`config.mk`:
```
export PLATFORM = sky130hd
export DESIGN_NAME = conflict_free_agen
export DESIGN_NICKNAME = d
export VERILOG_FILES = /design/src/rtl/agen_pkg.sv /design/src/rtl/agen_sequencer.sv /design/src/rtl/agen_history.sv /design/src/rtl/agen_bank_map.sv /design/src/rtl/conflict_free_agen.sv
export SDC_FILE = /design/constraint.sdc
export NUM_CORES = 1
export LEC_CHECK = 0
export CORE_ASPECT_RATIO = 1.25
export CORE_MARGIN = 3
export CORE_UTILIZATION = 45
export CTS_CLUSTER_SIZE = 16
export DETAILED_ROUTE_END_ITERATION = 6
export PLACE_DENSITY = 0.66
export SETUP_SLACK_MARGIN = 0.15
export SLEW_MARGIN = 15
export SYNTH_ARGS = -nofsm -noshare
export SYNTH_HDL_FRONTEND = slang
export SYNTH_SLANG_ARGS = --single-unit
```
`constraint.sdc`:
```
create_clock -name clk -period 4 [get_ports clk]
set_clock_uncertainty 0.15 [all_clocks]
set_input_delay 0.8 -clock clk [delete_from_list [all_inputs] [get_ports clk]]
set_output_delay 0.8 -clock clk [all_outputs]
set_load 0.05 [all_outputs]
```
`src/rtl/agen_pkg.sv`:
```
// Package: shared stage encoding and sequencer states for the bank address generator.
// Assumes the stage codes on the top-level input use the same numbering.
package agen_pkg;

    typedef enum logic [1:0] {
        STG_1   = 2'd0,
        STG_2   = 2'd1,
        STG_3   = 2'd2,
        STG_BAD = 2'd3
    } stage_e;

    typedef enum logic [1:0] {
        SQ_IDLE  = 2'd0,
        SQ_ISSUE = 2'd1,
        SQ_GAP   = 2'd2,
        SQ_DRAIN = 2'd3
    } seq_state_e;

    // Larger of three latencies, used to size the history line.
    function automatic int max3(input int a, input int b, input int c);
        int m;
        m = (a > b) ? a : b;
        return (m > c) ? m : c;
    endfunction

endpackage

```
`src/rtl/agen_sequencer.sv`:
```
// Module: pass sequencer. Steps the shared butterfly counter from 0 to its full
// count, one value per issue cycle. In stages 2 and 3 it inserts a pause after
// every group of 2**GRP_W counts that lasts until that group's writes are done.
// After the final count it waits for the last write and then pulses done.
// Assumes: start is ignored unless idle; stage code 3 is rejected.
module agen_sequencer
    import agen_pkg::*;
#(
    parameter int CNT_W = 8,
    parameter int GRP_W = 5,
    parameter int LAT1  = 24,
    parameter int LAT2  = 24,
    parameter int LAT3  = 22
) (
    input  logic             clk,
    input  logic             rst_n,
    input  logic             start_i,
    input  logic [1:0]       stage_i,
    output stage_e           stage_o,
    output logic             busy_o,
    output logic             done_o,
    output logic             iss_vld_o,
    output logic [CNT_W-1:0] iss_cnt_o
);
    localparam int LAT_MAX = max3(LAT1, LAT2, LAT3);
    localparam int SPAN_W  = $clog2(LAT_MAX + 2);

    seq_state_e        state_q;
    stage_e            stage_q;
    logic [CNT_W-1:0]  cnt_q;
    logic [SPAN_W-1:0] wait_q;
    logic [SPAN_W-1:0] span;
    logic              last_cnt;
    logic              grp_end;

    // Pause length: write latency plus the upper-lane skew in stage 3.
    always_comb begin
        unique case (stage_q)
            STG_1:   span = SPAN_W'(LAT1);
            STG_2:   span = SPAN_W'(LAT2);
            default: span = SPAN_W'(LAT3 + 1);
        endcase
    end

    // End-of-pass and end-of-group detection on the current count.
    always_comb begin
        last_cnt = (cnt_q == {CNT_W{1'b1}});
        grp_end  = (stage_q != STG_1) && (cnt_q[GRP_W-1:0] == {GRP_W{1'b1}});
    end

    // State, counter and pause timer.
    always_ff @(posedge clk) begin
        if (!rst_n) begin
            state_q <= SQ_IDLE;
            stage_q <= STG_1;
            cnt_q   <= '0;
            wait_q  <= '0;
        end else begin
            unique case (state_q)
                SQ_IDLE: begin
                    if (start_i && (stage_e'(stage_i) != STG_BAD)) begin
                        stage_q <= stage_e'(stage_i);
                        cnt_q   <= '0;
                        state_q <= SQ_ISSUE;
                    end
                end
                SQ_ISSUE: begin
                    cnt_q <= cnt_q + 1'b1;
                    if (last_cnt) begin
                        state_q <= SQ_DRAIN;
                        wait_q  <= span - 1'b1;
                    end else if (grp_end) begin
                        state_q <= SQ_GAP;
                        wait_q  <= span - 1'b1;
                    end
                end
                SQ_GAP: begin
                    if (wait_q == '0) state_q <= SQ_ISSUE;
                    else              wait_q  <= wait_q - 1'b1;
                end
                default: begin
                    if (wait_q == '0) state_q <= SQ_IDLE;
                    else              wait_q  <= wait_q - 1'b1;
                end
            endcase
        end
    end

    // Status and issue outputs.
    always_comb begin
        stage_o   = stage_q;
        busy_o    = (state_q != SQ_IDLE);
        done_o    = (state_q == SQ_DRAIN) && (wait_q == '0);
        iss_vld_o = (state_q == SQ_ISSUE);
        iss_cnt_o = cnt_q;
    end

endmodule

```
`src/rtl/agen_history.sv`:
```
// Module: issue history line. Tap k gives the issue (valid and count) from k
// cycles ago; tap 0 is the present issue. Lanes pick their read and write
// taps from it. Assumes N >= 2.
module agen_history #(
    parameter int CNT_W = 8,
    parameter int N     = 26
) (
    input  logic                      clk,
    input  logic                      rst_n,
    input  logic                      in_vld,
    input  logic [CNT_W-1:0]          in_cnt,
    output logic [N-1:0]              tap_vld,
    output logic [N-1:0][CNT_W-1:0]   tap_cnt
);
    logic [N-1:1]            vld_q;
    logic [N-1:1][CNT_W-1:0] cnt_q;

    // Shift the issue stream one stage per cycle.
    always_ff @(posedge clk) begin
        if (!rst_n) begin
            vld_q <= '0;
            cnt_q <= '0;
        end else begin
            vld_q[1] <= in_vld;
            cnt_q[1] <= in_cnt;
            for (int k = 2; k < N; k++) begin
                vld_q[k] <= vld_q[k-1];
                cnt_q[k] <= cnt_q[k-1];
            end
        end
    end

    // Expose the live issue as tap 0 beside the stored ones.
    always_comb begin
        tap_vld[0] = in_vld;
        tap_cnt[0] = in_cnt;
        for (int k = 1; k < N; k++) begin
            tap_vld[k] = vld_q[k];
            tap_cnt[k] = cnt_q[k];
        end
    end

endmodule

```
`src/rtl/agen_bank_map.sv`:
```
// Module: per-stage digit permutation of {count, lane} into a 10-bit logical
// address, then bank = (top three bits + bottom three bits) mod 8 and
// word = low seven bits. Purely combinational. Assumes an 8-bit count and
// 2-bit lane number (1024 points, eight banks of 128 words).
module agen_bank_map
    import agen_pkg::*;
#(
    parameter int CNT_W  = 8,
    parameter int LANE_W = 2,
    parameter int BANK_W = 3,
    parameter int WORD_W = 7
) (
    input  stage_e              stage,
    input  logic [CNT_W-1:0]    cnt,
    input  logic [LANE_W-1:0]   lane,
    output logic [BANK_W-1:0]   bank,
    output logic [WORD_W-1:0]   word
);
    localparam int ADDR_W = CNT_W + LANE_W;

    logic [ADDR_W-1:0] addr;

    // Stage-dependent bit permutation.
    always_comb begin
        unique case (stage)
            STG_1:   addr = {cnt[2:0], cnt[7:3], lane};
            STG_2:   addr = {cnt[7:5], cnt[2:0], cnt[4:3], lane};
            default: addr = {cnt[7:5], cnt[4:3], lane[1], cnt[2:0], lane[0]};
        endcase
    end

    // Modular bank sum and in-bank offset.
    always_comb begin
        bank = addr[ADDR_W-1 -: BANK_W] + addr[BANK_W-1:0];
        word = addr[WORD_W-1:0];
    end

endmodule

```
`src/rtl/conflict_free_agen.sv`:
```
// Module: top of the bank address generator. A sequencer issues butterfly
// counts; a history line delays them; each lane picks a read tap (skewed by
// one cycle for the upper half of the lanes in stage 3) and a write tap
// (read tap plus the stage latency) and maps both through the stage
// permutation. Assumes NPE = 4 lanes, eight banks, 1024 points.
module conflict_free_agen
    import agen_pkg::*;
#(
    parameter int NPE    = 4,
    parameter int CNT_W  = 8,
    parameter int GRP_W  = 5,
    parameter int BANK_W = 3,
    parameter int WORD_W = 7,
    parameter int LAT1   = 24,
    parameter int LAT2   = 24,
    parameter int LAT3   = 22
) (
    input  logic                    clk,
    input  logic                    rst_n,
    input  logic                    start_i,
    input  logic [1:0]              stage_i,
    output logic                    busy_o,
    output logic                    done_o,
    output logic [NPE-1:0]          rd_vld_o,
    output logic [NPE*BANK_W-1:0]   rd_bank_o,
    output logic [NPE*WORD_W-1:0]   rd_word_o,
    output logic [NPE-1:0]          wr_vld_o,
    output logic [NPE*BANK_W-1:0]   wr_bank_o,
    output logic [NPE*WORD_W-1:0]   wr_word_o
);
    localparam int LANE_W  = $clog2(NPE);
    localparam int LAT_MAX = max3(LAT1, LAT2, LAT3);
    localparam int HIST_N  = LAT_MAX + 2;
    localparam int IDX_W   = $clog2(HIST_N);

    stage_e                        run_stage;
    logic                          iss_vld;
    logic [CNT_W-1:0]              iss_cnt;
    logic [HIST_N-1:0]             h_vld;
    logic [HIST_N-1:0][CNT_W-1:0]  h_cnt;
    logic [IDX_W-1:0]              lat_now;

    agen_sequencer #(
        .CNT_W(CNT_W), .GRP_W(GRP_W),
        .LAT1(LAT1), .LAT2(LAT2), .LAT3(LAT3)
    ) u_seq (
        .clk      (clk),
        .rst_n    (rst_n),
        .start_i  (start_i),
        .stage_i  (stage_i),
        .stage_o  (run_stage),
        .busy_o   (busy_o),
        .done_o   (done_o),
        .iss_vld_o(iss_vld),
        .iss_cnt_o(iss_cnt)
    );

    agen_history #(.CNT_W(CNT_W), .N(HIST_N)) u_hist (
        .clk    (clk),
        .rst_n  (rst_n),
        .in_vld (iss_vld),
        .in_cnt (iss_cnt),
        .tap_vld(h_vld),
        .tap_cnt(h_cnt)
    );

    // Read-to-write latency of the running stage.
    always_comb begin
        unique case (run_stage)
            STG_1:   lat_now = IDX_W'(LAT1);
            STG_2:   lat_now = IDX_W'(LAT2);
            default: lat_now = IDX_W'(LAT3);
        endcase
    end

    for (genvar g = 0; g < NPE; g++) begin : g_lane
        localparam logic [LANE_W-1:0] LANE_ID = LANE_W'(g);
        localparam bit                UPPER   = (g >= NPE / 2);

        logic [IDX_W-1:0]  rd_idx;
        logic [IDX_W-1:0]  wr_idx;
        logic [BANK_W-1:0] rbank;
        logic [BANK_W-1:0] wbank;
        logic [WORD_W-1:0] rword;
        logic [WORD_W-1:0] wword;

        // Tap choice: upper lanes lag one cycle in stage 3.
        always_comb begin
            rd_idx = (UPPER && (run_stage == STG_3)) ? IDX_W'(1) : '0;
            wr_idx = rd_idx + lat_now;
        end

        agen_bank_map #(
            .CNT_W(CNT_W), .LANE_W(LANE_W), .BANK_W(BANK_W), .WORD_W(WORD_W)
        ) u_rmap (
            .stage(run_stage),
            .cnt  (h_cnt[rd_idx]),
            .lane (LANE_ID),
            .bank (rbank),
            .word (rword)
        );

        agen_bank_map #(
            .CNT_W(CNT_W), .LANE_W(LANE_W), .BANK_W(BANK_W), .WORD_W(WORD_W)
        ) u_wmap (
            .stage(run_stage),
            .cnt  (h_cnt[wr_idx]),
            .lane (LANE_ID),
            .bank (wbank),
            .word (wword)
        );

        // Drive this lane's slice of the port vectors.
        always_comb begin
            rd_vld_o[g]                    = h_vld[rd_idx];
            wr_vld_o[g]                    = h_vld[wr_idx];
            rd_bank_o[g*BANK_W +: BANK_W]  = rbank;
            rd_word_o[g*WORD_W +: WORD_W]  = rword;
            wr_bank_o[g*BANK_W +: BANK_W]  = wbank;
            wr_word_o[g*WORD_W +: WORD_W]  = wword;
        end
    end

endmodule

```
# ---- Yosys cells after proc, flatten, opt, wreduce, memory -nomap -nowiden
# Cells that the tools add are included.
dict set report totals {
  ff_bits 242
  latch_bits 0
  ramBits 0
  mem_bits_ro 0
  inputBits 5
  out_inout_bits 90
  elab_cells 108
  mem_count 0
}
dict set report classes {
  n_addsub 12
  mul 0
  div_mod_pow 0
  order_cmp 3
  eq_ne 12
  shift 0
  muxes 35
  bitwise 1
  n_reduce_logical 15
}
# cell count
set op_table {}
lappend op_table {{$pmux 10 s2} 8}
lappend op_table {{$bmux 8 s5} 3}
lappend op_table {{$mux 8} 4}
lappend op_table {{$add 3x3->3} 8}
lappend op_table {{$pmux 8 s2} 1}
lappend op_table {{$bmux 1 s5} 3}
lappend op_table {{$mux 5} 3}
lappend op_table {{$lt 5x6->1 const B} 2}
lappend op_table {{$mux 2} 5}
lappend op_table {{$pmux 5 s2} 1}
lappend op_table {{$sub 5x1->5 const B} 2}
lappend op_table {{$add 8x1->8 const B} 1}
lappend op_table {{$eq 8x8->1 const B} 1}
lappend op_table {{$mux 4} 2}
lappend op_table {{$eq 2x2->1 const B} 3}
lappend op_table {{$lt 1x6->1 const B} 1}
lappend op_table {{$ne 2x1->1 const B} 3}
lappend op_table {{$pmux 2 s3} 1}
lappend op_table {{$reduce_bool 2->1} 3}
lappend op_table {{$add 1x5->5} 1}
lappend op_table {{$eq 5x5->1 const B} 1}
lappend op_table {{$logic_not 5->1} 1}
lappend op_table {{$eq 2x1->1 const B} 2}
lappend op_table {{$logic_not 2->1} 2}
lappend op_table {{10 further kinds} 16}

# ---- Depth between registers and ports, before layout
# Gate-level depths: netlist of run 1.
dict set report logic_depth {
  ltp_word 8
  depth_mapped 8
  mapped_depth_nobuf 7
}

# ---- Cells and area by module
# A second synthesis of run 1 with hierarchy kept.
dict set report hier_totals {
  cells_unflattened 821
  area_unflattened_um2 9227.6
}
# mod instances cells_each area_each_um2 seq_area_each_um2
set modules_own_cells {}
lappend modules_own_cells {agen_history 1 483 6169.7 4504.3}
lappend modules_own_cells {agen_bank_map 8 21 206.4 0.0}
lappend modules_own_cells {agen_sequencer 1 113 905.9 340.3}
lappend modules_own_cells {conflict_free_agen 1 57 500.5 0.0}

# ---- Least setup slack after synthesis of run 1
# Ideal clock, no wire load.
dict set report synth_path {
  path_type {reg-to-output}
  startpoint {reg u_seq.stage_q[0] (netlist: u_seq.stage_o[0])}
  endpoint {out rd_bank_o[5]}
  arrival_ns 3.722
  t_required_ns 3.050
  path_slack_ns -0.672
  stages_incl_launch_ff 7
  path_buffers 1
  path_cell_list {dfxtp_1 > buf_4 > nor2_1 > o21ai_0 > inv_1 > fa_1 > xor2_1}
}
dict set report synth_between {
  elab_chain_cells 3
  word_cells_on_any_way 4
  classes_between {add/sub (1); eq/ne (1); mux (1); reduce/logical (1)}
}
# element line_no
set synth_lines {}
lappend synth_lines {{from (decl)} agen_sequencer.sv:29} ;# stage_e stage_q;
lappend synth_lines {{from (signal assigned)} agen_sequencer.sv:62} ;# stage_q <= stage_e'(stage_i);
lappend synth_lines {{$eq 2x1->1 / $logic_not 2->1 (equally long branches)} agen_bank_map.sv:25} ;# unique case (stage)
lappend synth_lines {{$pmux 10 s2 (*)} agen_bank_map.sv:25}
lappend synth_lines {{$add 3x3->3 (*)} agen_bank_map.sv:34} ;# bank = addr[ADDR_W-1 -: BANK_W] + addr[BANK_W-1:0];
lappend synth_lines {{to (decl)} conflict_free_agen.sv:25} ;# output logic [NPE*BANK_W-1:0] rd_bank_o,
# Mark *: on every way between the ends. The rest lies on a longest branch, timed or not.

# ---- Worst setup path in the final report of run 1
dict set report layout_path {
  startpoint {reg u_seq.stage_q[1] (netlist: u_seq.stage_o[1])}
  endpoint {out wr_bank_o[8]}
}
dict set report layout_between {
  elab_chain_cells 8
  word_cells_on_any_way 11
  classes_between {add/sub (2); eq/ne (2); mux (5); reduce/logical (2)}
}
# element line_no
set layout_lines {}
lappend layout_lines {{$eq 2x1->1 / $logic_not 2->1 (equally long branches)} {agen_bank_map.sv:25, conflict_free_agen.sv:69}}
lappend layout_lines {{$reduce_or 2->1 (no line)} -}
lappend layout_lines {{$mux 4} conflict_free_agen.sv:69} ;# unique case (run_stage)
lappend layout_lines {{$add 1x5->5} conflict_free_agen.sv:90} ;# wr_idx = rd_idx + lat_now;
lappend layout_lines {{$bmux 8 s5} conflict_free_agen.sv:107} ;# .cnt (h_cnt[wr_idx]),
lappend layout_lines {{$mux 8 (not written as such)} conflict_free_agen.sv:107}
lappend layout_lines {{$pmux 10 s2 (*)} agen_bank_map.sv:25}
lappend layout_lines {{$add 3x3->3 (*)} agen_bank_map.sv:34}
lappend layout_lines {{to (decl)} conflict_free_agen.sv:28} ;# output logic [NPE*BANK_W-1:0] wr_bank_o,
# Mark *: on every way between the ends. The rest lies on a longest branch, timed or not. The select of a mux whose other input is x is not followed.

==> metrics, run 1 <==
hpwl dp 8450 um; list of most frequent post-synthesis cells dfxtp_1, and2_1, buf_4; Layout Cells excl Fill around 1000; status finished clean; Slew @ Worst Pin 0.639 ns; CTS tree yes; max-cap violation count 0; Post-Synth XOR/XNOR Area 1.44%; Total Power 4900 uW; CP Capture Type output port; critical-path maximum fanout 37; first-pass GRT wire length approximately 22000 um; critical path class reg -> out; Filler cells between 1000 and 1500; Fin. Hold Viols 0; Max Fclk 0.278 GHz; final setup vio count 0; Sink Count approximately 230; area delta synth->final 21.3%; synth top area cells dfxtp_1, and2_1, buf_4; Die W 125 um; layout cells sized above 1 12.2%; Syn Inst Count 732; min Tclk post-route 3.60 ns; Max VDD drop roughly 270 uV; slowest cell on the critical path dfxtp_4; I/O Buffers 86; Remaining DRCs 0; top cell type's share of synthesized area 58.8%; CP startpoint kind flop; Root Driver clkbuf_16; post-synthesis compound-gate area fraction a little under 5%; largest net degree at the start of global routing 100; final setup margin 0.400 ns; Post-Synth Simple-Gate Area 21.8%; Setup TNS Final 0 ns; sequential share of the synthesized area 58.8%; Post-Route WL about 13000 um; post-synthesis mux area share 4.18%; grt ovf 0; Initial Utilization 46.6%; area of the die slightly below 20000 sq um; worst hold path class reg -> reg; Max clock buf depth 3; Skew-Pair Late Insertion Delay 0.48 ns; crit share post-route about nine tenths; CTS Hold Bufs 0; crit-path leading delay family flip-flops; count leader, synth dfxtp_1; Leak 0.00394 uW; worst-path cell chain buf_4 -> mux4_2 -> xor2_1 -> xor2_1 -> buf_12; final net count 793; WL/cell 12.7 um; gr usage total 13.6%; most frequent cell on the critical path xor2_1; initial antenna violation count 0; synth unique cells 53; number of core rows 53; Antenna Cells 0; Clock Pin Slew Worst Setup and Hold Paths 0.06 ns; # Post-CTS Setup Buffers 0; H-tree depth 1; RSZ-0062 raised after global routing false; worst hold path depth 1; post-cts sizing count 0; main combinational cell family by area after synthesis simple AND/OR/NAND/NOR gates; Register-to-Register Path Depth 7; DRT iter0 DRCs between 200 and 250; Adder-Cell Fraction of Synth Area around 2.1%; antenna-violating nets left 0; I/O Pins between 90 and 100; Seq. cell area 4670 sq um; total number of vias around 4700; Critical Path Stages 5; YS warnings 0; number of synthesized flops with an enable pin 0; #FFs+latches synth 233; Max stage delay on crit path 0.59 ns; crit path DAT ~2.7 ns; Worst slew margin 57.4%; routability cong. 0.777; Max Slew Vio Count 0; Die Height 154 um; Synth Area per Inst 10.8 sq um; Synth async-reset ratio 0%; largest area contributor in the netlist dfxtp_1; pre-CTS setup slack 0.677 ns; Core ar. 17000 sq um; First-pass DRT Iterations 4; via-per-instance ratio 4.66; Top FF cell, synth dfxtp_1; area of the mapped netlist 7930 sq um; Worst Path Buf+Inv 2; dpl cells 973; area of the multi-input gates around 2800 sq um; Req. time, crit path 3.05 ns; CTS Buf Count 22; P per Cell Area 509 nW/um^2; vias in the first global route around 4700
==> area by class of cell <==
type	instances	share of cell area, %
sequential	233	48.5
multi-input combinational	408	29.2
timing repair buffer	92	10.8
clock buffer	36	7.53
tap	220	2.86
inverter	20	0.780
clock inverter	3	0.416
==> cells in the final DEF, fill, tap and decap left out, types with 8 or more instances in the layout <==
cell type,instances
a21oi_1,25
and2_1,210
buf_12,16
buf_4,18
clkbuf_16,23
clkbuf_8,10
clkdlybuf4s50_1,58
conb_1,8
dfxtp_1,231
inv_1,18
mux2i_1,23
nand2_1,15
nor2_1,24
o21ai_0,9
==> metal layers <==
metal  vias up  GRT usage (%)  share of wire [%]
li1       2361              -                  -
met4         0           4.49                2.0
met1      2213           17.0                 45
met2       123           23.6                 47
met3        20           2.90                5.6
met5         -              0                  0
==> registers in the layout, indices dropped and copies added, names as in the netlist <==
register / flops
u_hist.tap_cnt: 192
u_hist.vld_q: 24
u_seq.iss_cnt_o: 8
u_seq.wait_q: 5
u_seq.stage_o: 2
u_seq.state_q: 2
==> through the flow <==
step                      util, %  hold WS, ns  cell area (sq um)
after floorplan                 -        0.256               7990
after global placement       51.9        0.257               8850
after detailed placement     51.9        0.261               8850
after CTS                    56.4        0.275               9620
after global routing         56.5        0.288               9630
final                        56.5        0.272               9630
==> worst register-to-register path, cell delays in order, from the launching register on <==
cell      delay, ns
dfxtp_1        0.43
ha_1           0.31
and3_1         0.19
ha_1           0.17
o21a_1         0.14
a211oi_2       0.27
nor3_2         0.11
a311oi_1       0.29
==> cell families after synthesis <==
group | Yosys count
buf+inv | 97
mux | 31
xor+xnor | 13
flops | 233
simple gates | 285
fa+ha+maj | 11
compound gates | 60
other cells | 2
==> report_power, final <==
part           switching [uW]  leakage [uW]  internal [uW]
logic                     301       0.00168            158
registers                17.2       0.00188           2330
clock network             796      0.000381           1300
total                    1110       0.00394           3780
==> worst paths after layout <==
path                                     startpoint             endpoint  slack, ns
worst max-delay path               u_seq.stage_o[1]         wr_bank_o[8]       0.40
worst min register to register  u_hist.tap_cnt[130]  u_hist.tap_cnt[138]       0.27
worst min-delay path            u_hist.tap_cnt[130]  u_hist.tap_cnt[138]       0.27
worst max register to register   u_seq.iss_cnt_o[0]      u_seq.wait_q[3]       1.83
No activity file was read; power rests on OpenSTA's default activity.
==> run 2, diff against run 1 <==
- ABC_AREA: unset -> 1
- CTS_CLUSTER_SIZE: 16 -> 10
- PLACE_DENSITY: 0.66 -> 0.65
==> run 2 against run 1 <==
Core utilization decreased by 1.5 points. First-iteration DRC count increased by 19%. Critical endpoint is now wr_bank_o[5]. Largest power group unchanged. Non-clock buffer count unchanged. Hold slack got worse by 0.022 ns. Highest routed layer unchanged. Register-to-register slack improved by 0.26 ns. Largest cell class unchanged. Critical path type unchanged.
==> metrics, run 2 <==
status finished clean; Reg power frac 44.7%; P per Cell Area 539 nW/um^2; list of most frequent post-synthesis cells nand2_1, inv_1, dfxtp_1; clock power share between 30% and 40%; sequential share of the synthesized area roughly 56%; critical-path maximum fanout 10; final net count 1109; antenna-violating nets left 0; I/O Buffers 86; # Post-CTS Setup Buffers 0; via-per-instance ratio 4.32; Largest register FFs 192; worst hold path class reg -> reg; Req. time, crit path 3.05 ns; CP startpoint kind flop; Max VDD drop 292 uV; area delta synth->final 18.0%; Max clock buf depth 3; Sink Count 233; post-route cell area slightly below 10000 sq um; pre-CTS setup slack 0.665 ns; largest net degree at the start of global routing 91; dpl cells ~1300; largest area contributor in the netlist dfxtp_1; CTS Hold Bufs 0; commonest cells after routing, fill and taps aside nand2_1, inv_1, dfxtp_1, clkdlybuf4s50_1, nor2_1; vias in the first global route 5285; Top FF cell, synth dfxtp_1; Worst slew margin around three fifths; first-pass GRT wire length about 24000 um; CTS Buf Count 27; post-place instance area 9060 sq um; YS warnings 0; final setup margin 0.285 ns; Synth async-reset ratio 0%; Die Height roughly 160 um; Synth Area per Inst 8.00 sq um; top cell type's share of synthesized area between 50% and 60%; Skew-Pair Late Insertion Delay 0.50 ns; Max Fclk ~0.27 GHz; total number of vias 5684; Core ar. around 18000 sq um; count leader, synth nand2_1; First-pass DRT Iterations 4; critical path class reg -> out; Pint approximately 3800 uW; number of core rows 54; I/O Pins 95; Die W 127 um; Comb pwr share 17.5%; layout cells sized above 1 7.04%; Layout Cells excl Fill 1317; Slew @ Worst Pin 0.618 ns; Sw Ratio between 20% and 30%; initial antenna violation count 0; WL/cell 10.5 um; slowest cell on the critical path xnor3_1; crit path DAT 2.76 ns; crit share post-route ~93%; Setup TNS Final 0 ns; Leak 0.00575 uW; CTS tree yes; post-cts sizing count 2; synth unique cells 40; worst reg2reg setup slack 2.09 ns; max-cap violation count 0; gr usage total roughly 14%; DRT iter0 DRCs approximately 280; Root Driver clkbuf_16; Antenna Cells 0; Initial Utilization 46.6%; CP Capture Type output port; Post-Route WL 13900 um; area of the mapped netlist 8280 sq um; #FFs+latches synth 233; final setup vio count 0; routability cong. 0.834; hpwl dp 9450 um; synth top area cells dfxtp_1, nand2_1, inv_1; area of the die 20100 sq um; number of synthesized flops with an enable pin 0; Switching Power 1450 uW; Syn Inst Count roughly 1000; Remaining DRCs 0; Max stage delay on crit path 0.44 ns; Max Slew Vio Count 0; worst-path cell chain buf_4 -> nor2_4 -> inv_2 -> o22ai_1 -> nor2_2 -> fa_1 -> xnor3_1 -> buf_12; RSZ-0062 raised after global routing true; Clock Pin Slew Worst Setup and Hold Paths 0.05 ns; min Tclk post-route 3.71 ns; most common cell after layout, fill and taps aside nand2_1; grt ovf 0; Fin. Hold Viols 0; H-tree depth 1
## run 2: area by class of cell
type                       instances  area (sq um)
clock inverter                     1          7.51
clock buffer                      28           689
inverter                         275          1030
fill                            1660          8010
sequential                       233          4660
timing repair buffer              92           927
multi-input combinational        464          2160
tap                              224           280
## run 2: worst max-delay path: cells and delay by family (launching register included)
family | cells | cell delay (ns)
compound gates | 1 | 0.25
xor+xnor | 1 | 0.44
fa+ha+maj | 1 | 0.43
buf+inv | 3 | 0.47
flops | 1 | 0.40
simple gates | 2 | 0.26
## run 2: final timing paths
check | start | endpoint | depth (start not counted)
min | u_hist.tap_cnt[113] | u_hist.tap_cnt[121] | 2
max | u_seq.stage_o[0] | wr_bank_o[5] | 8
min reg2reg | u_hist.tap_cnt[113] | u_hist.tap_cnt[121] | 2
max reg2reg | u_seq.iss_cnt_o[1] | u_seq.wait_q[3] | 11
## run 2: kinds of logic (layout without fill, tap and decap cells)
family	after synthesis	in the layout	synth area share, %
other	2	8	0.0908
DFF	233	233	56.4
adders and majority gates	11	11	2.03
xor gates and xnor gates	3	3	0.650
AOI/OAI and AO/OA	54	54	4.10
and+or+nand+nor	388	388	18.9
buffers and inverters	344	396	17.8
## run 2: per-stage QoR
step | power, uW | hold WS, ns | utilization (%)
after global routing | 5500 | 0.271 | 54.9
after CTS | 5340 | 0.253 | 54.9
after global placement | 3330 | 0.238 | 51.0
after floorplan | 3090 | 0.236 | -
after detailed placement | 3330 | 0.244 | 51.0
final | 5270 | 0.251 | 54.9
## run 2: power groups by stage
stage	logic (uW)	registers (uW)	clock network, uW
4_1_cts	932	2350	2060
6_report	922	2350	1990
5_1_grt	985	2350	2160
3_5_place_dp	935	2400	0
3_3_place_gp	930	2400	0
2_1_floorplan	695	2390	0
## run 2: routing by layer
| layer | vias to the layer above | track usage [%] | part of all wire (%) |
|---|---|---|---|
| met2 | 153 | 23.7 | 46 |
| met1 | 2502 | 17.8 | 46 |
| li1 | 3010 | - | - |
| met3 | 19 | 2.70 | 6.0 |
| met5 | - | 0 | 0 |
| met4 | 0 | 4.50 | 1.7 |
==> run 3, diff against run 2 <==
- CORE_ASPECT_RATIO: 1.25 -> unset
- CORE_MARGIN: 3 -> 2
- GPL_ROUTABILITY_DRIVEN: unset -> 1
==> run 3 against run 2 <==
Final cell count up 0.23%. Largest cell class unchanged. Sequential power about the same. Clock power about the same.
==> metrics, run 3 (synthesis results as in run 2) <==
RSZ-0062 raised after global routing false; largest net degree at the start of global routing approximately 130; critical path class reg -> out; Post-Route WL 13700 um; area delta synth->final 18.0%; most common cell after layout, fill and taps aside nand2_1; Reg power frac 44.7%; Req. time, crit path just over 3 ns; number of core rows 49; hpwl dp 9110 um; clock power share 37.8%; Worst slew margin 53.6%; area of the die 19500 sq um; Root Driver clkbuf_16; WHS Endpoint u_hist.vld_q[21]; Filler cells ~1700; final setup vio count 0; Switching Power approximately 1500 uW; critical-path maximum fanout 20; routability cong. 0.835; Register-to-Register Path Depth 11; Hold Slack 0.255 ns; slowest cell on the critical path fa_1; Max Fclk 0.270 GHz; Remaining DRCs 0; Largest register FFs 192; worst reg2reg setup slack 2.06 ns; CTS tree yes; worst-path cell chain inv_2 -> nand2_2 -> o22ai_1 -> nor2_1 -> fa_1 -> dlygate4sd2_1; Max Slew Vio Count 0; crit path DAT 2.76 ns; hold path startpoint u_hist.vld_q[20]; Sink Count 233; Setup TNS Final 0 ns; Skew-Pair Late Insertion Delay 0.50 ns; Max VDD drop between 300 and 400 uV; worst hold path class reg -> reg; Core ar. approximately 18000 sq um; crit-path leading delay family buffers and inverters; antenna-violating nets left 0; Initial Utilization 45.9%; commonest cells after routing, fill and taps aside nand2_1, inv_1, dfxtp_1, clkdlybuf4s50_1, nor2_1; crit share post-route 92.7%; max-cap violation count 0; via-per-instance ratio ~4.2; I/O Pins 95; grt ovf 0; DRT iter0 DRCs ~210; P per Cell Area 539 nW/um^2; Worst Path Buf+Inv 2; Antenna Cells 0; Leak ~0.0057 uW; layout cells sized above 1 6.60%; Max clock buf depth 3; Pint ~3800 uW; Clock Pin Slew Worst Setup and Hold Paths 0.05 ns; Comb pwr share between 15 and 20%; total number of vias 5553; Die Height 140 um; First-pass DRT Iterations 4; Slew @ Worst Pin between 0.6 and 0.7 ns; I/O Buffers 86; CP startpoint kind flop; end of the worst register-to-register path u_seq.wait_q[3]; Sw Ratio between 20% and 30%; CTS Buf Count 27; Max stage delay on crit path 0.55 ns; CP Capture Type output port; Seq. cell area 4670 sq um; final net count approximately 1100; first-pass GRT wire length approximately 23000 um; status finished clean; vias in the first global route roughly 5000; Die W 140 um; worst hold path depth 2; Fin. Hold Viols 0; area of the multi-input gates approximately 2200 sq um; initial antenna violation count 0; WL/cell 10.4 um; RR Startpoint u_seq.iss_cnt_o[0]; min Tclk post-route 3.71 ns; H-tree depth 1; gr usage total 14.1%
-- run 3: changes by cell type in the layout (fill, tap and decap cells not counted), sizes merged --
cell | previous run | this run
buf | 17 | 12
clkinv | 1 | 2
clkdlybuf4s50 | 69 | 71
clkinvlp | 1 | 0
inv | 274 | 275
-- run 3: layer usage --
metal  track usage (%)  routed length (um)  vias up  part of all wire [%]
li1                  -                   -     3011                     -
met1              20.4                7000     2410                    51
met2              21.7                5790      121                    42
met3              2.86                 748       11                   5.5
met4              3.47                 157        0                   1.1
met5                 0                   0        -                     0
-- run 3: how the worst max path moves through the flow --
stage                    endpoint  cells after the start              from
floorplan           rd_word_o[26]                      5  u_seq.stage_o[1]
global placement     wr_bank_o[4]                      5  u_seq.stage_o[0]
detailed placement   wr_bank_o[4]                      5  u_seq.stage_o[0]
CTS                  wr_bank_o[8]                     11  u_seq.stage_o[0]
global route         wr_bank_o[4]                      6  u_seq.stage_o[1]
finish               wr_bank_o[4]                      6  u_seq.stage_o[1]
-- run 3: per-stage QoR --
step | total power (uW) | worst slack (ns) | util [%] | std cells | instance area (sq um)
after floorplan | 3090 | 0.0360 | - | 1041 | 8300
after global placement | 3330 | 0.412 | 50.2 | 1290 | 9060
after detailed placement | 3330 | 0.384 | 50.2 | 1290 | 9060
after CTS | 5340 | 0.162 | 54.1 | 1320 | 9750
after global routing | 5490 | 0.152 | 54.2 | 1320 | 9760
final | 5270 | 0.293 | 54.2 | 1320 | 9760
-- run 3: final cells by class --
cell class / instances / area share, %
tap: 229 / 2.93
multi-input combinational: 464 / 22.1
clock inverter: 2 / 0.179
timing repair buffer: 89 / 9.45
inverter: 275 / 10.6
sequential: 233 / 47.8
clock buffer: 28 / 6.96
-- run 3: timing repair --
action | in CTS | in global routing
buffers inserted | 0 | 0
resized for setup | 3 | 4
setup endpoints to repair | 9 | 4
hold buffers | 0 | 0
-- run 3: worst register-to-register path: cells and delay by family (launching register included) --
| family | cells | cell delay [ns] |
|---|---|---|
| buffers and inverters | 1 | 0.07 |
| DFF | 1 | 0.48 |
| adders and majority gates | 2 | 0.38 |
| and+or+nand+nor | 8 | 0.75 |
-- run 3: power by group through the flow --
| stage | clock (uW) | sequential, uW | combinational (uW) |
|---|---|---|---|
| floorplan | 0 | 2390 | 695 |
| global placement | 0 | 2400 | 925 |
| detailed placement | 0 | 2400 | 929 |
| CTS | 2060 | 2350 | 926 |
| global route | 2160 | 2350 | 977 |
| finish | 1990 | 2350 | 919 |
